--- src/rtl/divPkg.sv ---
package divPkg;

  typedef enum logic [1:0] {
    ST_IDLE  = 2'd0,
    ST_CHECK = 2'd1,
    ST_RUN   = 2'd2,
    ST_FIN   = 2'd3
  } divState_t;

  // Strobes from control to datapath
  typedef struct packed {
    logic load;   // capture operands
    logic check;  // overflow compare cycle
    logic step;   // one shift-subtract-restore iteration
  } strobes_t;

endpackage

--- src/rtl/smDivSubtractor.sv ---
module smDivSubtractor #(
  parameter int W = 7
) (
  input  logic [W-1:0] minuend,
  input  logic [W-1:0] subtrahend,
  output logic [W-1:0] diff,
  output logic         carryOut
);
  // minuend + two's complement of subtrahend; carry 1 means minuend >= subtrahend
  logic [W:0] sum;
  always_comb begin
    sum      = {1'b0, minuend} + {1'b0, ~subtrahend} + (W+1)'(1);
    diff     = sum[W-1:0];
    carryOut = sum[W];
  end
endmodule

--- src/rtl/smDivDatapath.sv ---
module smDivDatapath #(
  parameter int MAG_W = 7
) (
  input  logic                clk,
  input  logic                rst_n,
  input  divPkg::strobes_t    strb,
  input  logic                dividendSign,
  input  logic [MAG_W-1:0]    dividendHi,
  input  logic [MAG_W-1:0]    dividendLo,
  input  logic                divisorSign,
  input  logic [MAG_W-1:0]    divisorMag,
  output logic                aGeB,
  output logic                ovfFlag,
  output logic                quotSign,
  output logic [MAG_W-1:0]    quotMag,
  output logic                remSign,
  output logic [MAG_W-1:0]    remMag
);

  logic             signDvd, signDvs;
  logic [MAG_W-1:0] aReg, qReg, bReg;

  // Overflow compare on the unshifted high half
  logic [MAG_W-1:0] cmpDiff;
  smDivSubtractor #(.W(MAG_W)) uCmp (
    .minuend(aReg), .subtrahend(bReg), .diff(cmpDiff), .carryOut(aGeB)
  );

  // One iteration: shift E,A,Q left (E receives old A msb, old E lost)
  logic             eShift;
  logic [MAG_W-1:0] aShift, qShift, stepDiff, aNext;
  logic             stepCarry, takeBit;

  always_comb begin
    {eShift, aShift, qShift} = {aReg, qReg, 1'b0};
  end

  smDivSubtractor #(.W(MAG_W)) uStep (
    .minuend(aShift), .subtrahend(bReg), .diff(stepDiff), .carryOut(stepCarry)
  );

  always_comb begin
    // shifted-out bit set means the true partial remainder exceeds B
    takeBit = eShift | stepCarry;
    aNext   = takeBit ? stepDiff : aShift;   // restore when the trial went negative
  end

  always_ff @(posedge clk or negedge rst_n) begin
    if (!rst_n) begin
      signDvd <= 1'b0;
      signDvs <= 1'b0;
      aReg    <= '0;
      qReg    <= '0;
      bReg    <= '0;
      ovfFlag <= 1'b0;
    end else if (strb.load) begin
      signDvd <= dividendSign;
      signDvs <= divisorSign;
      aReg    <= dividendHi;
      qReg    <= dividendLo;
      bReg    <= divisorMag;
      ovfFlag <= 1'b0;
    end else if (strb.check) begin
      ovfFlag <= aGeB;
    end else if (strb.step) begin
      aReg <= aNext;
      qReg <= {qShift[MAG_W-1:1], takeBit};
    end
  end

  always_comb begin
    quotSign = signDvd ^ signDvs;
    quotMag  = qReg;
    remSign  = signDvd;
    remMag   = aReg;
  end

  // each restoring step leaves the partial remainder below the divisor
  assert_rem_below_divisor_R5: assert property (@(posedge clk) disable iff (!rst_n)
    strb.step |=> (aReg < bReg));

  // a zero divisor at the compare cycle always raises the flag
  assert_zero_divisor_ovf_R4: assert property (@(posedge clk) disable iff (!rst_n)
    (strb.check && bReg == '0) |=> ovfFlag);

endmodule

--- src/rtl/smDivControl.sv ---
module smDivControl #(
  parameter int MAG_W = 7
) (
  input  logic             clk,
  input  logic             rst_n,
  input  logic             start,
  input  logic             aGeB,
  input  logic             ovfFlag,
  output divPkg::strobes_t strb,
  output logic             done
);
  import divPkg::*;

  localparam int CNT_W = $clog2(MAG_W + 1);

  divState_t        state, nextState;
  logic [CNT_W-1:0] seqCnt;

  always_comb begin
    strb       = '0;
    strb.load  = (state == ST_IDLE) && start;
    strb.check = (state == ST_CHECK);
    strb.step  = (state == ST_RUN);
  end

  always_comb begin
    nextState = state;
    unique case (state)
      ST_IDLE:  if (start) nextState = ST_CHECK;
      ST_CHECK: nextState = aGeB ? ST_FIN : ST_RUN;
      ST_RUN:   if (seqCnt == CNT_W'(1)) nextState = ST_FIN;
      ST_FIN:   nextState = ST_IDLE;
      default:  nextState = ST_IDLE;
    endcase
  end

  always_ff @(posedge clk or negedge rst_n) begin
    if (!rst_n) begin
      state  <= ST_IDLE;
      seqCnt <= '0;
    end else begin
      state <= nextState;
      if (strb.check)     seqCnt <= CNT_W'(MAG_W);
      else if (strb.step) seqCnt <= seqCnt - CNT_W'(1);
    end
  end

  always_comb done = (state == ST_FIN);

  // an overflowed division never enters the iteration phase
  assert_no_step_on_overflow_R3: assert property (@(posedge clk) disable iff (!rst_n)
    (state == ST_RUN) |-> !ovfFlag);

  // done is a single-cycle pulse
  assert_done_single_R6: assert property (@(posedge clk) disable iff (!rst_n)
    done |=> !done);

  // the sequence counter never runs past zero while iterating
  assert_counter_live_R6: assert property (@(posedge clk) disable iff (!rst_n)
    (state == ST_RUN) |-> (seqCnt != '0));

  // a start during a running division does not restart it
  assert_busy_start_ignored_R8: assert property (@(posedge clk) disable iff (!rst_n)
    (state == ST_RUN && start) |=> (state != ST_CHECK));

endmodule

--- src/rtl/smDivider.sv ---
module smDivider #(
  parameter int WORD_W = 8
) (
  input  logic              clk,
  input  logic              rst_n,
  input  logic              start,
  input  logic              dividendSign,
  input  logic [WORD_W-2:0] dividendHi,
  input  logic [WORD_W-2:0] dividendLo,
  input  logic              divisorSign,
  input  logic [WORD_W-2:0] divisorMag,
  output logic              done,
  output logic              overflow,
  output logic              quotSign,
  output logic [WORD_W-2:0] quotMag,
  output logic              remSign,
  output logic [WORD_W-2:0] remMag
);
  localparam int MAG_W = WORD_W - 1;

  divPkg::strobes_t strb;
  logic             aGeB;

  smDivControl #(.MAG_W(MAG_W)) uCtrl (
    .clk(clk), .rst_n(rst_n), .start(start), .aGeB(aGeB),
    .ovfFlag(overflow), .strb(strb), .done(done)
  );

  smDivDatapath #(.MAG_W(MAG_W)) uPath (
    .clk(clk), .rst_n(rst_n), .strb(strb),
    .dividendSign(dividendSign), .dividendHi(dividendHi), .dividendLo(dividendLo),
    .divisorSign(divisorSign), .divisorMag(divisorMag),
    .aGeB(aGeB), .ovfFlag(overflow),
    .quotSign(quotSign), .quotMag(quotMag), .remSign(remSign), .remMag(remMag)
  );

endmodule

--- config.mk ---
export PLATFORM = sky130hd
export DESIGN_NAME = smDivider
export DESIGN_NICKNAME = d
export VERILOG_FILES = /design/src/rtl/divPkg.sv /design/src/rtl/smDivSubtractor.sv /design/src/rtl/smDivDatapath.sv /design/src/rtl/smDivControl.sv /design/src/rtl/smDivider.sv
export SDC_FILE = /design/constraint.sdc
export NUM_CORES = 1
export LEC_CHECK = 0
export ABC_AREA = 1
export BUFFER_PORTS_ARGS = -buffer_cell sky130_fd_sc_hd__buf_2
export CAP_MARGIN = 20
export CORE_AREA = 4 4 67 81
export CTS_CLUSTER_DIAMETER = 40
export DETAILED_ROUTE_END_ITERATION = 8
export DIE_AREA = 0 0 71 85
export HOLD_SLACK_MARGIN = 0.06
export PLACE_DENSITY = 0.72
export SYNTH_ARGS = -nofsm -noshare
export SYNTH_HDL_FRONTEND = slang
export SYNTH_SLANG_ARGS = --single-unit
export TNS_END_PERCENT = 30
--- constraint.sdc ---
create_clock -name clk -period 1.88 [get_ports clk]
set_clock_uncertainty 0.15 [all_clocks]
set_input_delay 0 -clock clk [delete_from_list [all_inputs] [get_ports clk]]
set_output_delay 0 -clock clk [all_outputs]
set_load 0.05 [all_outputs]
# Yosys cells after proc, flatten, opt, wreduce, memory -nomap -nowiden
# Index checks and enable logic that the tools add are counted.
[word_totals] register_bits=29 in_bits=26
[classes] n_addsub=5 eq_ne=7 muxes=15 n_bitwise=3 reduce_logical=7
[ops] operator="two-way mux 7 bit" n=7
[ops] operator="adder 7 x 7 -> 8 bit" n=2
[ops] operator="adder 8 x 1 -> 8 bit, second input constant" n=2
[ops] operator="case mux 2 bit (4 select lines)" n=1
[ops] operator="inverter 7 bit" n=1
[ops] operator="two-way mux 3 bit" n=2
[ops] operator="nonzero test 2 bit" n=3
[ops] operator="== test 2 bit, second input constant" n=2
[ops] operator="two-way mux 2 bit" n=2
[ops] operator="!= test 2 x 1 -> 1 bit, second input constant" n=2
[ops] operator="AND reduction 2 bit" n=2
[ops] operator="== test 3 x 1 -> 1 bit, second input constant" n=1
[ops] operator="two-way mux 1 bit" n=3
[ops] operator="subtractor 3 x 1 -> 3 bit, second input constant" n=1
[ops] operator="== test 2 x 1 -> 1 bit, second input constant" n=1
[ops] operator="logical NOT 2 bit" n=1
[ops] operator="!= test 2 bit, second input constant" n=1
[ops] operator="logical AND 1 bit" n=1
[ops] operator="OR 1 bit" n=1
[ops] operator="bitwise XOR 1 bit" n=1

# Longest topological paths before layout
# Gate-level depths: netlist of the first run.
[depth] ltp_word=8 ltp_mapped=12

# Hierarchy
# A second synthesis of the first run with hierarchy kept.
[hier_totals] cells_unflattened=317 area_unflattened_um2=2220.9
[by_module_without_submodules] module="smDivDatapath" instances=1 cells_each=156 area_each_um2=1198.6 seq_area_each_um2=600.6
[by_module_without_submodules] module="smDivSubtractor" instances=2 cells_each=58 area_each_um2=325.3 seq_area_each_um2=0.0
[by_module_without_submodules] module="smDivControl" instances=1 cells_each=45 area_each_um2=371.6 seq_area_each_um2=125.1

# Least setup slack after synthesis of the first run
# OpenSTA, ideal clock, no wires.
[synth_path] path_kind="register to register" start="reg uPath.qReg[6], in the netlist uPath.quotMag[6]" end="reg uPath.aReg[4], in the netlist uPath.remMag[4]" setup_ns=0.113 arrival_time_ns=1.776 path_slack_ns=-0.158 stages_incl_launch_ff=12 synth_period_minus_slack_ns=2.038 path_cell_list="dfrtp_1 > inv_1 > ha_1 > inv_1 > fa_1 > nand3_1 > nand2_1 > xor2_1 > nand3_1 > nand3_1 > nand2_1 > inv_1"
[synth_between] elab_chain_len=7
[synth_rtl] item="start, declared" line="smDivDatapath.sv:21" rtl="logic [MAG_W-1:0] aReg, qReg, bReg;"
[synth_rtl] item="start signal, assigned" line="smDivDatapath.sv:60" rtl="qReg <= dividendLo;"
[synth_rtl] item="start signal, assigned" line="smDivDatapath.sv:67" rtl="qReg <= {qShift[MAG_W-1:1], takeBit};"
[synth_rtl] item="adder 7 x 7 -> 8 bit (*)" line="smDivSubtractor.sv:12" rtl="sum = {1'b0, minuend} + {1'b0, ~subtrahend} + (W+1)'(1);"
[synth_rtl] item="adder 8 x 1 -> 8 bit (*)" line="smDivSubtractor.sv:12"
[synth_rtl] item="OR 1 bit" line="smDivDatapath.sv:44" rtl="takeBit = eShift | stepCarry;"
[synth_rtl] item="two-way mux 7 bit (*)" line="smDivDatapath.sv:45" rtl="aNext = takeBit ? stepDiff : aShift;"
[synth_rtl] item="two-way mux 7 bit (*)" line="smDivDatapath.sv:65" rtl="end else if (strb.step) begin"
[synth_rtl] item="two-way mux 7 bit (*)" line="smDivDatapath.sv:63" rtl="end else if (strb.check) begin"
[synth_rtl] item="two-way mux 7 bit (*)" line="smDivDatapath.sv:56" rtl="end else if (strb.load) begin"
[synth_rtl] item="end signal, assigned" line="smDivDatapath.sv:59" rtl="aReg <= dividendHi;"
[synth_rtl] item="end signal, assigned" line="smDivDatapath.sv:66" rtl="aReg <= aNext;"
[synth_rtl] item="end, declared" line="smDivDatapath.sv:21"
# Mark *: on every way between the ends. The rest lies on a longest branch, timed or not. The select of a mux whose other input is x is not followed.
# A chain may end at the register's enable or synchronous reset.

# Final worst setup path of the first run
# Same ends and word-level chain as after synthesis.

==> flow_summary.yaml, run 1 <==
setup_path:
  critical-path-slowest-cell: "dfrtp_2"
  crit_arrival_ps: 1900
  worst-setup-path-type: "reg -> reg"
  startpoint: "uPath.quotMag[6]"
  worst-endpoint-required_ps: 1910
  r2r-start: "uPath.quotMag[6]"
  worst-path-buf-inv: 3
  critPathMaxFanout: 3
  startpoint_type: "flip-flop"
  end_kind: "flip-flop"
  cp_top_family: "adder cells"
  path_cells: "inv_2 > ha_1 > inv_2 > fa_2 > nand3_2 > nand2_1 > xor2_1 > nand3_1 > nand3_1 > nand2_1 > inv_1"
  max_stage_delay_ps: 410
clock_tree:
  cts.clk_slew.worst_paths_ps: 60
  insertion_delay_ps: 280
  ctsHtreeMaxLevel: 2
  clock-root-buffer: "clkbuf_8"
  cts.path.max_buffers: 2
  cts_made_buffers: 5
  cts_tree: "yes"
  cts_sinks: 29
logic_synthesis:
  yosys.cell_types.count: 30
  seq_area_frac_synth_pct: 36.0
  syn_area_per_cell_sq_um: 7.67
  syn_nets: 311
  ys_ff_latch: 29
  synthesis.area_sq_um: 2020
  netlist_instances: 263
  yosysWarnings: 0
floorplan:
  pin_count: 44
  initial_core_util_pct: 43.9
  die_h_um: 85
  die_area_sq_um: 6040
  fp-row-count: 27
  core-area_sq_um: 4590
  die_w_um: 71
place:
  placed_area_sq_um: 2420
  io_buffers: 43
  dp_hpwl_mm: 3.61
  routabilityCongestion: 0.906
grt:
  grt_first_pass_wirelength_mm: 8.59
  antenna_found_initial: 0
  grt_max_degree: 30
  grt_use_total_pct: 17.6
  grt_overflow: 0
  grt_pass1_vias: 1959
detailed_routing:
  wl_mm: 5.15
  firstDrtPassIters: 5
  vias_per_cell: 4.84
  vias: 1970
  drt-wirelength-per-cell_um: 12.6
  drc_errors: 0
  drt_iter0_drc: 107
  drtAntennaViolNets: 0
final_layout:
  fillers: 419
  diodes: 0
  final_area_sq_um: 2840
  drive_gt1_share_pct: 28.9
  syn_to_final_growth_pct: 40.9
  mostFrequentLayoutCells: "nand2_1, buf_2, inv_1"
  finalNetCount: 396
  final_common_cell: "nand2_1"
timing:
  rsz0062_at_grt: "yes"
  fin_crit_sh_pct: 99.5
  tightestPinTransition_ps: 684
  fmax_ghz: 0.534
  fin_crit_ps: 1870
  finalSetupViolCount: 0
  final_max_slew_viol_count: 0
  slew_headroom_pct: 54.4
  hold_viol: 0
job:
  maxCapViolCount: 0
worst_hold_path:
  hp-class: "in -> async"
status:
  status: "complete, no violations"
## routing by layer
layer,track usage [%],vias to the layer above,routed length (um)
met1,20.6,905,2180
met2,31.9,48,2620
li1,-,1006,-
met4,5.64,0,140
met5,0,-,0
met3,3.32,11,206
## cells by family (layout without fill, tap and decap cells)
logic type	Yosys count	count (layout)	share of synthesized area [%]
and+or+nand+nor	130	130	29.4
buffers and inverters	42	128	8.43
AOI/OAI and AO/OA	35	35	10.0
DFF	29	29	36.0
adders and majority gates	22	22	14.0
xor gates and xnor gates	5	5	2.17
## per-stage QoR
stage / hold slack, ps / TNS [ps] / util [%] / instances / setup WS [ps]
6_report: 143 / 0 / 61.9 / 407 / 8.85
5_1_grt: 202 / -122 / 61.9 / 407 / -73.3
4_1_cts: 168 / 0 / 60.9 / 404 / 21.0
3_5_place_dp: -67.4 / -0.0440 / 52.8 / 369 / -0.0440
3_3_place_gp: -72.9 / 0 / 52.8 / 369 / 23.1
2_1_floorplan: -446 / 0 / - / 263 / 15.3
## state kept, by name, indices dropped and copies added (netlist names)
register and cells:
uCtrl.seqCnt 3, uCtrl.state 2, uPath.bReg 7, uPath.ovfFlag 1
uPath.quotMag 7, uPath.remMag 7, uPath.remSign 1, uPath.signDvs 1
## path summary, 6_finish.rpt
| path | endpoint | slack [ps] | cells past startpoint |
|---|---|---|---|
| worst min-delay path | uPath.bReg[2] | 140 | 2 |
| worst max register to register | uPath.remMag[4] | 9 | 11 |
| max in group asynchronous | uPath.remMag[3] | 950 | 2 |
| min in group clk | uPath.bReg[5] | 310 | 4 |
| worst max-delay path | uPath.remMag[4] | 9 | 11 |
| worst min register to register | uPath.signDvs | 370 | 2 |
## synth_stat cells
cell type  number  area [sq um]
nand2_1        75           282
inv_1          35           131
dfrtp_1        29           726
nor2_1         24          90.1
ha_1           21           263
nand3_1        15          75.1
o21ai_0        13          65.1
a21oi_1        12          60.1
a31oi_1         6          37.5
buf_4           3          22.5
nand4_1         3          18.8
or2_2           3          18.8
xor2_1          3          26.3
inv_2           2          7.51
nand2_2         2          12.5
nor2_4          2          22.5
xnor2_1         2          17.5
a21oi_4         1          16.3
a22o_1          1          8.76
a22oi_1         1          7.51
buf_2           1          5.00
clkbuf_1        1          3.75
fa_1            1          20.0
nand2_4         1          11.3
nand3_2         1          10.0
nand3b_4        1          20.0
nor2_2          1          6.26
nor2_8          1          20.0
o21bai_1        1          7.51
or2_1           1          6.26
## area by class of cell
class,count,area [sq um],share of cell area (%)
Clock buffer,7,96.3,3.39
Clock inverter,1,5.00,0.176
Inverter,37,141,4.97
Multi-Input combinational cell,192,1200,42.1
Sequential cell,29,734,25.8
Tap cell,58,72.6,2.55
Timing Repair Buffer,83,596,21.0
## what timing repair did
action	CTS	global route
resized for setup	1	11
hold buffers	27	0
endpoints found under the setup margin	2	12
setup buffers	0	3
pin swaps	0	3
hold endpoints to repair	53	0
## worst register-to-register path: stages (launching register included)
cell and delay, ps:
dfrtp_2 410, inv_2 70, ha_1 160, inv_2 50, fa_2 370, nand3_2 70
nand2_1 60, xor2_1 140, nand3_1 70, nand3_1 100, nand2_1 80, inv_1 40
Power of run 1 is not shown: default switching activity piles up to over one toggle a cycle in this logic, so the estimate is an artifact.
==> run 2: changes to the inputs <==
Settings changed: PLACE_DENSITY 0.72 to 0.69.
==> run 2 against run 1 <==
Via count down 1.4%. Cell count up 1.5%. Die area unchanged. Flip-flop and latch count unchanged. Count of clock-buffer cells in the layout up 1. Sequential share of layout area down 0.37 points. Fmax up 1.9%. Worst setup slack better by 35 ps. Wire length down 2.3%. Register-to-register slack better by 30 ps. Cell area up 1.5%. Critical endpoint is now uPath.remMag[6]. Highest routed layer unchanged.
==> flow_summary.yaml, run 2 (synthesis gave the netlist of run 1 again) <==
floorplan:
  die_w_um: 71
  core-area_sq_um: 4590
  pin_count: 44
  fp-row-count: 27
  initial_core_util_pct: 43.9
  die_h_um: 85
  die_area_sq_um: 6040
timing:
  fin_tns_setup_ps: 0
  fin_crit_sh_pct: 97.7
  final_max_slew_viol_count: 0
  finalSetupViolCount: 0
  slew_headroom_pct: 56.0
  hold_viol: 0
  fmax_ghz: 0.545
  rsz0062_at_grt: "yes"
  fin_crit_ps: 1840
  worst_slack_ps: 43.6
  tightestPinTransition_ps: 660
place:
  io_buffers: 43
  placed_area_sq_um: 2420
  post-place-ws_ps: -16.1
  routabilityCongestion: 0.864
  dp_hpwl_mm: 3.55
final_layout:
  fillers: 409
  syn_to_final_growth_pct: 42.9
  fin_util_pct: 62.8
  finalNetCount: 402
  final_area_sq_um: 2880
  final_common_cell: "nand2_1"
  register_area_sq_um: 734
  mostFrequentLayoutCells: "nand2_1, buf_2, dlygate4sd3_1"
  diodes: 0
  drive_gt1_share_pct: 30.1
  multi_input_area_sq_um: 1220
grt:
  grt_first_pass_wirelength_mm: 8.58
  grt_overflow: 0
  antenna_found_initial: 0
  grt_use_total_pct: 17.6
  grt_max_degree: 30
  grt_pass1_vias: 1920
detailed_routing:
  drt-wirelength-per-cell_um: 12.2
  vias_per_cell: 4.70
  drtAntennaViolNets: 0
  drc_errors: 0
  drt_iter0_drc: 111
  firstDrtPassIters: 4
  vias: 1943
  wl_mm: 5.03
setup_path:
  r2r_slack_ps: 40
  critPathMaxFanout: 3
  startpoint_type: "flip-flop"
  crit_arrival_ps: 1890
  worst-endpoint-required_ps: 1930
  path_cells: "inv_2 > ha_4 > inv_4 > fa_2 > nand4_1 > nand3_1 > nand2_1 > nand2_1 > nor2_1 > nor2_1 > nor2_1"
  max_stage_delay_ps: 420
  worst-setup-path-type: "reg -> reg"
  crit_path_frequent_cell: "nor2_1"
  end_kind: "flip-flop"
  critical-path-slowest-cell: "dfrtp_2"
clock_tree:
  ctsHtreeMaxLevel: 2
  cts_made_buffers: 5
  cts.path.max_buffers: 2
  cts_tree: "yes"
  clock-root-buffer: "clkbuf_8"
  cts.clk_slew.worst_paths_ps: 60
  insertion_delay_ps: 280
  cts_sinks: 29
worst_hold_path:
  hp-class: "in -> async"
job:
  maxCapViolCount: 0
status:
  status: "complete, no violations"
[run 2: cell count changes in the layout (fill, tap and decap cells not counted), sizes merged]
cell / previous run / this run
clkbuf: 7 / 8
dlygate4sd3: 27 / 28
clkinv: 1 / 0
buf: 56 / 61
[run 2: final timing paths]
check / cells after the start / to / from
worst max-delay path: 11 / uPath.remMag[6] / uPath.quotMag[6]
worst min-delay path: 2 / uPath.bReg[0] / rst_n
worst max register to register: 11 / uPath.remMag[6] / uPath.quotMag[6]
worst min register to register: 2 / uPath.signDvs / uPath.signDvs
max in group asynchronous: 2 / uPath.remMag[4] / rst_n
min in group clk: 4 / uPath.bReg[0] / divisorMag[0]
[run 2: critical path: cells and delay by family, from the launching register on]
family	cells	cell delay (ps)
buffers and inverters	2	110
flip-flops	1	420
AND/OR/NAND/NOR	7	580
adder cells (fa/ha/maj)	2	500
[run 2: through the flow]
stage / std cells / hold WS, ps
global route: 413 / 193
floorplan: 263 / -446
finish: 413 / 133
global placement: 370 / -80.4
CTS: 406 / 152
detailed placement: 370 / -83.7
[run 2: cell type report]
type	instances	share of cell area, %
clock buffer	8	2.78
tap	58	2.52
sequential	29	25.5
inverter	37	4.99
multi-input combinational	192	42.4
timing repair buffer	89	21.9
[run 2: routing by layer]
layer / GRT usage [%] / share of wire [%] / vias to the layer above / wire length (um)
met3: 3.55 / 4.0 / 13 / 199
met4: 6.50 / 2.5 / 0 / 125
met5: 0 / 0 / - / 0
li1: - / - / 1017 / -
met2: 30.1 / 50 / 46 / 2510
met1: 21.8 / 44 / 867 / 2190
[run 2: what timing repair did]
action / in CTS / in global routing
setup buffers: 0 / 7
pin swaps: 1 / 3
endpoints found under the setup margin: 1 / 13
hold buffers: 28 / 0
endpoints found under the hold margin: 54 / 0
gates resized for setup: 1 / 18
Power of run 2 is left out for the same reason.
==> run 3: changes to the inputs <==
Settings changed: CELL_PAD_IN_SITES_DETAIL_PLACEMENT from default to 1, CELL_PAD_IN_SITES_GLOBAL_PLACEMENT from default to 2, CORE_AREA 4 4 67 81 to 4 4 83 101, DIE_AREA 0 0 71 85 to 0 0 87 105, PLACE_DENSITY 0.69 to 0.75.
==> run 3 against run 2 <==
Count of clock-buffer cells in the layout did not move. Utilization shrank 23 points. Non-clock buffer count is 1 higher. Critical path depth shrank 1. Cell count rose by 8.5%. Flip-flop and latch count stayed put. Register-to-register slack gained 30 ps. Highest routed layer unchanged.
==> flow_summary.yaml, run 3 (synthesis gave the netlist of run 1 again) <==
worst_hold_path:
  hp-class: "in -> async"
detailed_routing:
  drt-wirelength-per-cell_um: 13.7
  wl_mm: 6.13
  drtAntennaViolNets: 0
  drt_iter0_drc: 48
  vias: 1999
  firstDrtPassIters: 2
  drc_errors: 0
  vias_per_cell: 4.46
clock_tree:
  cts.clk_slew.worst_paths_ps: 60
  cts_sinks: 29
  ctsHtreeMaxLevel: 2
  insertion_delay_ps: 280
  clock-root-buffer: "clkbuf_8"
  cts_tree: "yes"
  cts_made_buffers: 5
  cts.path.max_buffers: 2
grt:
  grt_max_degree: 30
  antenna_found_initial: 0
  grt_overflow: 0
  grt_pass1_vias: 2150
  grt_first_pass_wirelength_mm: 10.4
  grt_use_total_pct: 14.3
job:
  maxCapViolCount: 0
timing:
  fin_crit_sh_pct: 96.1
  tightestPinTransition_ps: 679
  finalSetupViolCount: 0
  hold_viol: 0
  fin_crit_ps: 1810
  final_max_slew_viol_count: 0
  slew_headroom_pct: 54.7
  rsz0062_at_grt: "yes"
  fmax_ghz: 0.553
floorplan:
  initial_core_util_pct: 27.0
  die_area_sq_um: 9140
  fp-row-count: 35
  die_w_um: 87
  core-area_sq_um: 7490
  die_h_um: 105
  pin_count: 44
place:
  placedCellCount: 410
  routabilityCongestion: 0.781
  dp_hpwl_mm: 4.67
  io_buffers: 43
  placed_area_sq_um: 2520
status:
  status: "complete, no violations"
setup_path:
  critPathMaxFanout: 5
  path_cells: "ha_4 > nand2_1 > nor2_2 > nand3_2 > nand3b_4 > nand2_2 > inv_1 > nand2_1 > nand3_1 > nand2_1"
  crit_arrival_ps: 1830
  worst-setup-path-type: "reg -> reg"
  end_kind: "flip-flop"
  critical-path-slowest-cell: "dfrtp_2"
  crit_path_frequent_cell: "nand2_1"
  startpoint_type: "flip-flop"
  r2r_slack_ps: 70
  max_stage_delay_ps: 450
  worst-endpoint-required_ps: 1900
final_layout:
  final_cells: 448
  drive_gt1_share_pct: 31.7
  final_common_cell: "nand2_1"
  diodes: 0
  fillers: 933
  finalNetCount: 403
  fin_util_pct: 39.5
  mostFrequentLayoutCells: "nand2_1, buf_2, inv_1"
  syn_to_final_growth_pct: 46.6
  final_area_sq_um: 2960
[run 3: metrics by stage]
step	TNS (ps)	hold slack, ps	worst slack [ps]
after CTS	-25.0	176	-25.0
after detailed placement	-54.3	-63.1	-54.3
after global routing	-274	214	-63.6
final	0	157	72.8
after floorplan	0	-446	15.3
after global placement	-46.7	-51.9	-46.7
[run 3: path summary, 6_finish.rpt]
path                            startpoint  cells past startpoint               end
hold / removal                       rst_n                      2   uPath.remMag[4]
setup reg to reg           uPath.remMag[5]                     10   uPath.remMag[2]
max in group asynchronous            rst_n                      2  uPath.quotMag[6]
setup / recovery           uPath.remMag[5]                     10   uPath.remMag[2]
min in group clk              dividendSign                      4     uPath.remSign
hold reg to reg              uPath.signDvs                      2     uPath.signDvs
[run 3: what timing repair did]
action                     CTS  global route
hold buffers                25             0
pin swaps                    7             8
buffers inserted             3             2
setup endpoints to repair    2             9
resized for setup            6            15
hold endpoints to repair    53             0
[run 3: routing by layer]
layer / global-route usage, % / wire length (um) / vias to the layer above
li1: - / - / 1017
met1: 17.7 / 2580 / 950
met2: 25.4 / 3340 / 26
met3: 2.05 / 146 / 6
met4: 3.67 / 70 / 0
met5: 0 / 0 / -
[run 3: area by class of cell]
class / instances / area, sq um / share of cell area, %
inverters: 37 / 144 / 4.86
repair buffers: 90 / 659 / 22.3
flip-flops and latches: 29 / 736 / 24.9
well taps: 92 / 115 / 3.89
clock buffers: 8 / 80.1 / 2.71
multi-input cells: 192 / 1220 / 41.4
[run 3: worst max-delay path, delay by kind of cell, from the launching register on]
kind,cells,cell delay (ps)
flip-flops,1,450
buffers and inverters,1,90
adder cells (fa/ha/maj),1,300
AND/OR/NAND/NOR,8,710
Power of run 3 is left out for the same reason.
